==> src/rtl/mbm_pkg.sv <==
package mbm_pkg;

    typedef enum logic [3:0] {
        ST_IDLE,
        ST_ALO_SETUP,
        ST_ALO_STRB,
        ST_ALO_HOLD,
        ST_AHI_SETUP,
        ST_AHI_STRB,
        ST_AHI_HOLD,
        ST_DATA_SETUP,
        ST_SELECT,
        ST_STROBE,
        ST_FINISH
    } mbm_state_e;

endpackage

==> src/rtl/mbm_counter.sv <==
// Phase counter: cleared while run is low, counts while run is high,
// raises last on the LIMIT-th consecutive run cycle.
module mbm_counter #(
    parameter int LIMIT = 4
) (
    input  logic clk,
    input  logic rst_n,
    input  logic run,
    output logic last
);
    generate
        if (LIMIT <= 1) begin : g_single
            assign last = run;
        end else begin : g_count
            localparam int CW = $clog2(LIMIT);
            localparam logic [CW-1:0] TOP = CW'(LIMIT - 1);
            logic [CW-1:0] cnt_q;

            always_ff @(posedge clk or negedge rst_n) begin
                if (!rst_n) begin
                    cnt_q <= '0;
                end else if (!run) begin
                    cnt_q <= '0;
                end else if (cnt_q != TOP) begin
                    cnt_q <= cnt_q + 1'b1;
                end
            end

            assign last = run && (cnt_q == TOP);
        end
    endgenerate
endmodule

==> src/rtl/mbm_capture.sv <==
// Result register: holds the read byte and the timeout flag of the last access.
module mbm_capture #(
    parameter int DATA_W = 8
) (
    input  logic              clk,
    input  logic              rst_n,
    input  logic              load,
    input  logic              is_read,
    input  logic              timed_out,
    input  logic [DATA_W-1:0] din,
    output logic [DATA_W-1:0] rdata,
    output logic              timeout
);
    always_ff @(posedge clk or negedge rst_n) begin
        if (!rst_n) begin
            rdata   <= '0;
            timeout <= 1'b0;
        end else if (load) begin
            rdata   <= is_read ? din : '0;
            timeout <= timed_out;
        end
    end
endmodule

==> src/rtl/mux_bus_master.sv <==
module mux_bus_master #(
    parameter int DATA_W     = 8,
    parameter int LATCH_HOLD = 2,
    parameter int TMO_CYCLES = 200000
) (
    input  logic                clk,
    input  logic                rst_n,
    input  logic                req_valid,
    output logic                req_ready,
    input  logic                req_write,
    input  logic                req_sel,
    input  logic [2*DATA_W-1:0] req_addr,
    input  logic [DATA_W-1:0]   req_wdata,
    output logic                done,
    output logic [DATA_W-1:0]   done_rdata,
    output logic                done_timeout,
    output logic [DATA_W-1:0]   bus_dout,
    output logic                bus_doe,
    input  logic [DATA_W-1:0]   bus_din,
    output logic                bus_adlo,
    output logic                bus_adhi,
    output logic                bus_cs0_n,
    output logic                bus_cs1_n,
    output logic                bus_rd_n,
    output logic                bus_wr_n,
    input  logic                bus_ack_n
);
    import mbm_pkg::*;

    localparam int ADDR_W = 2 * DATA_W;

    mbm_state_e state_q, state_d;

    logic              wr_q;
    logic              sel_q;
    logic [ADDR_W-1:0] addr_q;
    logic [DATA_W-1:0] wdata_q;

    logic accept;
    logic latch_run, latch_last;
    logic wait_run, tmo_last;
    logic ack_seen, wait_end;

    assign accept    = (state_q == ST_IDLE) && req_valid;
    assign latch_run = (state_q == ST_ALO_STRB) || (state_q == ST_AHI_STRB);
    assign wait_run  = (state_q == ST_STROBE);
    assign ack_seen  = !bus_ack_n;
    assign wait_end  = wait_run && (ack_seen || tmo_last);

    mbm_counter #(.LIMIT(LATCH_HOLD)) u_latch_cnt (
        .clk   (clk),
        .rst_n (rst_n),
        .run   (latch_run),
        .last  (latch_last)
    );

    mbm_counter #(.LIMIT(TMO_CYCLES)) u_tmo_cnt (
        .clk   (clk),
        .rst_n (rst_n),
        .run   (wait_run),
        .last  (tmo_last)
    );

    mbm_capture #(.DATA_W(DATA_W)) u_capture (
        .clk       (clk),
        .rst_n     (rst_n),
        .load      (wait_end),
        .is_read   (!wr_q),
        .timed_out (!ack_seen),
        .din       (bus_din),
        .rdata     (done_rdata),
        .timeout   (done_timeout)
    );

    // Request register: loaded only on acceptance, so later input changes are ignored.
    always_ff @(posedge clk or negedge rst_n) begin
        if (!rst_n) begin
            wr_q    <= 1'b0;
            sel_q   <= 1'b0;
            addr_q  <= '0;
            wdata_q <= '0;
        end else if (accept) begin
            wr_q    <= req_write;
            sel_q   <= req_sel;
            addr_q  <= req_addr;
            wdata_q <= req_wdata;
        end
    end

    // State register
    always_ff @(posedge clk or negedge rst_n) begin
        if (!rst_n) begin
            state_q <= ST_IDLE;
        end else begin
            state_q <= state_d;
        end
    end

    // Next-state logic
    always_comb begin
        state_d = state_q;
        unique case (state_q)
            ST_IDLE:       if (req_valid) state_d = ST_ALO_SETUP;
            ST_ALO_SETUP:  state_d = ST_ALO_STRB;
            ST_ALO_STRB:   if (latch_last) state_d = ST_ALO_HOLD;
            ST_ALO_HOLD:   state_d = ST_AHI_SETUP;
            ST_AHI_SETUP:  state_d = ST_AHI_STRB;
            ST_AHI_STRB:   if (latch_last) state_d = ST_AHI_HOLD;
            ST_AHI_HOLD:   state_d = ST_DATA_SETUP;
            ST_DATA_SETUP: state_d = ST_SELECT;
            ST_SELECT:     state_d = ST_STROBE;
            ST_STROBE:     if (ack_seen || tmo_last) state_d = ST_FINISH;
            ST_FINISH:     state_d = ST_IDLE;
            default:       state_d = ST_IDLE;
        endcase
    end

    // Output decode (Moore)
    always_comb begin
        req_ready = 1'b0;
        done      = 1'b0;
        bus_doe   = 1'b0;
        bus_dout  = '0;
        bus_adlo  = 1'b0;
        bus_adhi  = 1'b0;
        bus_cs0_n = 1'b1;
        bus_cs1_n = 1'b1;
        bus_rd_n  = 1'b1;
        bus_wr_n  = 1'b1;
        unique case (state_q)
            ST_IDLE: begin
                req_ready = 1'b1;
            end
            ST_ALO_SETUP, ST_ALO_HOLD: begin
                bus_doe  = 1'b1;
                bus_dout = addr_q[DATA_W-1:0];
            end
            ST_ALO_STRB: begin
                bus_doe  = 1'b1;
                bus_dout = addr_q[DATA_W-1:0];
                bus_adlo = 1'b1;
            end
            ST_AHI_SETUP, ST_AHI_HOLD: begin
                bus_doe  = 1'b1;
                bus_dout = addr_q[ADDR_W-1:DATA_W];
            end
            ST_AHI_STRB: begin
                bus_doe  = 1'b1;
                bus_dout = addr_q[ADDR_W-1:DATA_W];
                bus_adhi = 1'b1;
            end
            ST_DATA_SETUP: begin
                bus_doe  = wr_q;
                bus_dout = wr_q ? wdata_q : '0;
            end
            ST_SELECT: begin
                bus_doe   = wr_q;
                bus_dout  = wr_q ? wdata_q : '0;
                bus_cs0_n = sel_q;
                bus_cs1_n = !sel_q;
            end
            ST_STROBE: begin
                bus_doe   = wr_q;
                bus_dout  = wr_q ? wdata_q : '0;
                bus_cs0_n = sel_q;
                bus_cs1_n = !sel_q;
                bus_rd_n  = wr_q;
                bus_wr_n  = !wr_q;
            end
            ST_FINISH: begin
                done     = 1'b1;
                bus_doe  = wr_q;
                bus_dout = wr_q ? wdata_q : '0;
            end
            default: begin
                req_ready = 1'b0;
            end
        endcase
    end
endmodule

==> config.mk <==
export PLATFORM = sky130hd
export DESIGN_NAME = mux_bus_master
export DESIGN_NICKNAME = d
export VERILOG_FILES = /design/src/rtl/mbm_pkg.sv /design/src/rtl/mbm_counter.sv /design/src/rtl/mbm_capture.sv /design/src/rtl/mux_bus_master.sv
export SDC_FILE = /design/constraint.sdc
export NUM_CORES = 1
export LEC_CHECK = 0
export BUFFER_PORTS_ARGS = -buffer_cell sky130_fd_sc_hd__buf_4
export CAP_MARGIN = 0
export CORE_ASPECT_RATIO = 1.1
export CORE_MARGIN = 4
export CORE_UTILIZATION = 30
export DETAILED_ROUTE_END_ITERATION = 8
export HOLD_SLACK_MARGIN = 0.03
export PLACE_DENSITY = 0.61
export SLEW_MARGIN = 20
export SYNTH_ARGS = -nofsm -noshare
export SYNTH_HDL_FRONTEND = slang
export SYNTH_SLANG_ARGS = --single-unit
==> constraint.sdc <==
create_clock -name clk -period 1.6 [get_ports clk]
set_input_delay 0.08 -clock clk [delete_from_list [all_inputs] [get_ports clk]]
set_output_delay 0.08 -clock clk [all_outputs]
set_load 0.1 [all_outputs]
==> metrics.md <==
| Metric | Value |
|---|---|
| Run status | finished with violations |
| Failing checks | negative setup slack |
| Crit-path cells | nand2b_4, nor2_1, o21a_4, or3_4, buf_12 |
| Mux contribution to synthesized area | about a tenth |
| Max incr delay on CP | between 0.4 and 0.5 ns |
| Seq cells post-synth | 58 |
| Top FF cell, synth | dfrtp_1 |
| Register Area | around 1500 sq um |
| Initial Util | 31.3% |
| RePlAce Congestion | 0.811 |
| Mapped cell area | approximately 3100 sq um |
| Starting DRT DRC Count | 120 |
| Fin worst setup slack | -0.286 ns |
| Largest net degree at the start of global routing | 34 |
| Simple-Gate Fraction of Synth Area | roughly 22% |
| WP buf/inv | 1 |
| Max cap viols | 0 |
| CTS tree | yes |
| Initial antenna violation count | 0 |
| Worst path depth | 5 |
| Worst vdd ir | ~2.5 mV |
| First-pass GRT wire length | 17.2 mm |
| Vias | 3147 |
| Number of global-route vias before repair | ~3400 |
| Cell family with most CP delay | simple AND/OR/NAND/NOR gates |
| Setup crit start kind | register |
| Final core utilization | approximately 58% |
| Crit Path Max Fanout | 5 |
| Worst R2R Setup Slack | -0.19 ns |
| Detail Route Antenna Nets | 0 |
| Site Rows | 38 |
| Leakage power | 2.48 nW |
| Share of cells above drive strength 1 | between 50% and 60% |
| CTS root buf | clkbuf_8 |
| Reg2Reg Depth | 8 |
| Footprint of the multi-input gates | just over 2000 sq um |
| Seq/Total Area, Yosys | 46.3% |
| Worst setup startpoint | state_q[3] |
| Fraction of the mapped netlist area in adder cells | less than 1% |
| End of the critical path | bus_doe |
| Fin. Hold Viols | 0 |
| Top post-synthesis cells by area | dfrtp_1 46%, mux2_2 9.3%, a21oi_1 3.0% |
| Core Box Area | 10000 sq um |
| Die Span Y | around 120 microns |
| Crit Reg-Reg Startpoint | state_q[3] |
| Grt total ovfl | 0 |
| Fmax | roughly 0.53 GHz |
| Cell type with the largest total area after synthesis | dfrtp_1 |
| CP required | between 1.5 and 2 ns |
| R2R Path End | u_tmo_cnt.g_count.cnt_q[5] |
| Post-synth ARST share | 100% |
| Final setup vio count | 40 |
| Number of I/O pins | 64 |
| Area Overhead vs Synth | 85.6% |
| Tot GR Track Use | 17.5% |
| Worst Tran Pin Value | roughly 0.47 ns |
| Die ar. | ~12000 sq um |
| Mapped Cells | ~310 |
| Hold Crit Class | input port to register |
| Post-synth EDFFs | 0 |
| Crit path time final | 1.89 ns |
| Syn_nets | 350 |
| Synth Area in Compound Gates | between 10% and 20% |
| Clk Latency, worst-skew pair | between 0.3 and 0.4 ns |
| Mapped Avg Cell Area | just over 10 sq um |
| CP Class | register to output pin |
| RSZ-0062 raised after global routing | yes |
| Slew margin rel. | ~69% |
| CTS Buffer Depth | 2 |
| Power per Cell Area | approximately 1900 nW/um^2 |
| PortBufs | 63 |
| DR WL/cell | between 15 and 20 microns |
| Final wirelength | approximately 10 mm |
| Yosys top cell area share | 46.3% |
| Antenna cell count | 0 |
| DRT Pass-1 Iters | 4 |
| Slowest CP cell | dfrtp_2 |
| Filler Cell Count | between 700 and 800 |
| CP arrival | 1.81 ns |
| Period utilization | 118% |
| Yosys warning count | 0 |
| Largest family of logic cells by synthesized area | simple AND/OR/NAND/NOR gates |
| Setup Skew | just over 0.009 ns |
| Worst setup EP type | output pin |
| Die W | about 110 microns |
| H-tree depth | 3 |
| Final Slew Violations | 0 |
| Post-DP HPWL | between 5 and 6 mm |
| Total Power | ~0.011 W |
| Post-Synth XOR/XNOR Area | 2.23% |
| Clk slew on worst S/H paths | 0.07 ns |
| Vias/cell | 5.10 |
| Final hold slack | 0.137 ns |
| Final nets | slightly above 500 |
| Netlist cell types | about 50 |
| CTS buffer count | 9 |
| CTS sink count | 58 |
| # DRC | 0 |
flip-flops by register name, indices dropped and copies added, names as in the netlist:
name / flops
u_tmo_cnt.g_count.cnt_q: 18
addr_q: 16
u_capture.rdata: 8
wdata_q: 8
state_q: 4
sel_q: 1
u_capture.timeout: 1
u_latch_cnt.g_count.cnt_q: 1
wr_q: 1
cells by family (layout without fill, tap and decap cells):
logic type / after synthesis / count (layout)
multiplexers: 27 / 27
AND/OR/NAND/NOR: 115 / 115
adder cells (fa/ha/maj): 1 / 1
flip-flops: 58 / 58
XOR/XNOR: 8 / 8
AO/OA/AOI/OAI: 74 / 74
buffers and inverters: 28 / 194
timing repair:
item / in CTS / in global routing
gates resized for setup: 114 / 47
pin swaps: 38 / 21
setup buffers: 21 / 10
hold buffers: 27 / 0
endpoints found under the hold margin: 57 / 0
endpoints found under the setup margin: 55 / 67
gates cloned: 7 / 0
metal layers:
metal / track usage [%] / routed length [microns] / vias to the layer above / part of all wire (%)
li1: - / - / 1481 / -
met1: 20.7 / 4260 / 1544 / 41
met2: 31.6 / 5230 / 102 / 51
met3: 4.44 / 562 / 20 / 5.5
met4: 4.99 / 258 / 0 / 2.5
met5: 0 / 0 / - / 0
power breakdown:
| part | total, W | switching (W) | internal [W] |
|---|---|---|---|
| combinational | 0.00709 | 0.00387 | 0.00322 |
| clock | 0.00159 | 0.000623 | 0.000963 |
| sequential | 0.00226 | 0.000356 | 0.00190 |
worst min-delay path by stage:
| stage | from | endpoint | slack, ns | depth (start not counted) |
|---|---|---|---|---|
| 6_report | req_valid | state_q[0] | 0.14 | 4 |
| 5_1_grt | req_valid | state_q[0] | 0.15 | 4 |
| 4_1_cts | req_valid | state_q[0] | 0.12 | 4 |
| 3_5_place_dp | rst_n | addr_q[14] | 0.06 | 1 |
| 3_3_place_gp | rst_n | addr_q[6] | 0.06 | 1 |
| 2_1_floorplan | rst_n | addr_q[0] | -0.22 | 0 |
placed cells by master (no fill, tap or decap), types with 3 or more instances in the layout:
| master | n |
|---|---|
| a22o_1 | 8 |
| nand4_1 | 6 |
| o21ai_1 | 3 |
| a21oi_1 | 15 |
| clkbuf_8 | 11 |
| buf_16 | 5 |
| nor2_1 | 14 |
| a211oi_2 | 7 |
| xnor2_1 | 6 |
| nor3b_4 | 3 |
| inv_1 | 5 |
| mux2_2 | 26 |
| dfrtp_1 | 53 |
| a21o_4 | 8 |
| o211ai_1 | 8 |
| nor4b_4 | 6 |
| nor3_1 | 7 |
| buf_4 | 94 |
| nand2_2 | 4 |
| nand2b_4 | 5 |
| buf_6 | 21 |
| nor2_2 | 3 |
| a211oi_1 | 3 |
| o21ai_0 | 4 |
| nor3b_2 | 6 |
| or3_4 | 3 |
| dlygate4sd3_1 | 27 |
| nand2_1 | 17 |
| nand3_1 | 14 |
| buf_12 | 25 |
| a31o_2 | 3 |
| dfrtp_2 | 5 |
metrics by stage:
step                      setup TNS (ns)  cells  setup WS (ns)  cell area, sq um
after floorplan                   -27.04    311         -0.997              3280
after global placement            -0.801    540        -0.0940              4250
after detailed placement           -2.11    540         -0.206              4250
after CTS                          -7.18    611         -0.285              5610
after global routing               -7.74    617         -0.334              5820
final                              -5.06    617         -0.286              5820
layout make-up:
cell class                 count  area share (%)
clock buffer                  12            2.67
clock inverter                 4            1.27
inverter                       5           0.323
multi-input combinational    225            35.6
sequential                    58            25.1
tap                          140            3.01
timing repair buffer         173            32.1
synthesized netlist by cell type, types with 2 or more instances:
cell,instances
nand4_1,6
a211oi_1,10
a21oi_1,19
inv_1,5
o22ai_1,2
o21a_1,2
buf_2,5
a31o_2,3
nand2b_1,7
o211ai_1,8
nor3b_1,9
nor3_1,9
nor4b_1,8
dfrtp_1,58
xnor2_1,6
nand2_1,22
mux2_2,26
nand3b_1,2
nand3_1,14
a21o_1,8
nor4_1,2
nor2_1,19
clkbuf_1,17
a22o_1,8
o21ai_0,9
xor2_1,2
or3_1,3
worst min-delay path, stage by stage:
cell	delay (ns)
buf_4	0.09
o21ai_0	0.08
a2bb2oi_1	0.14
o21ai_2	0.05
Power figures use the tool's default switching activity.
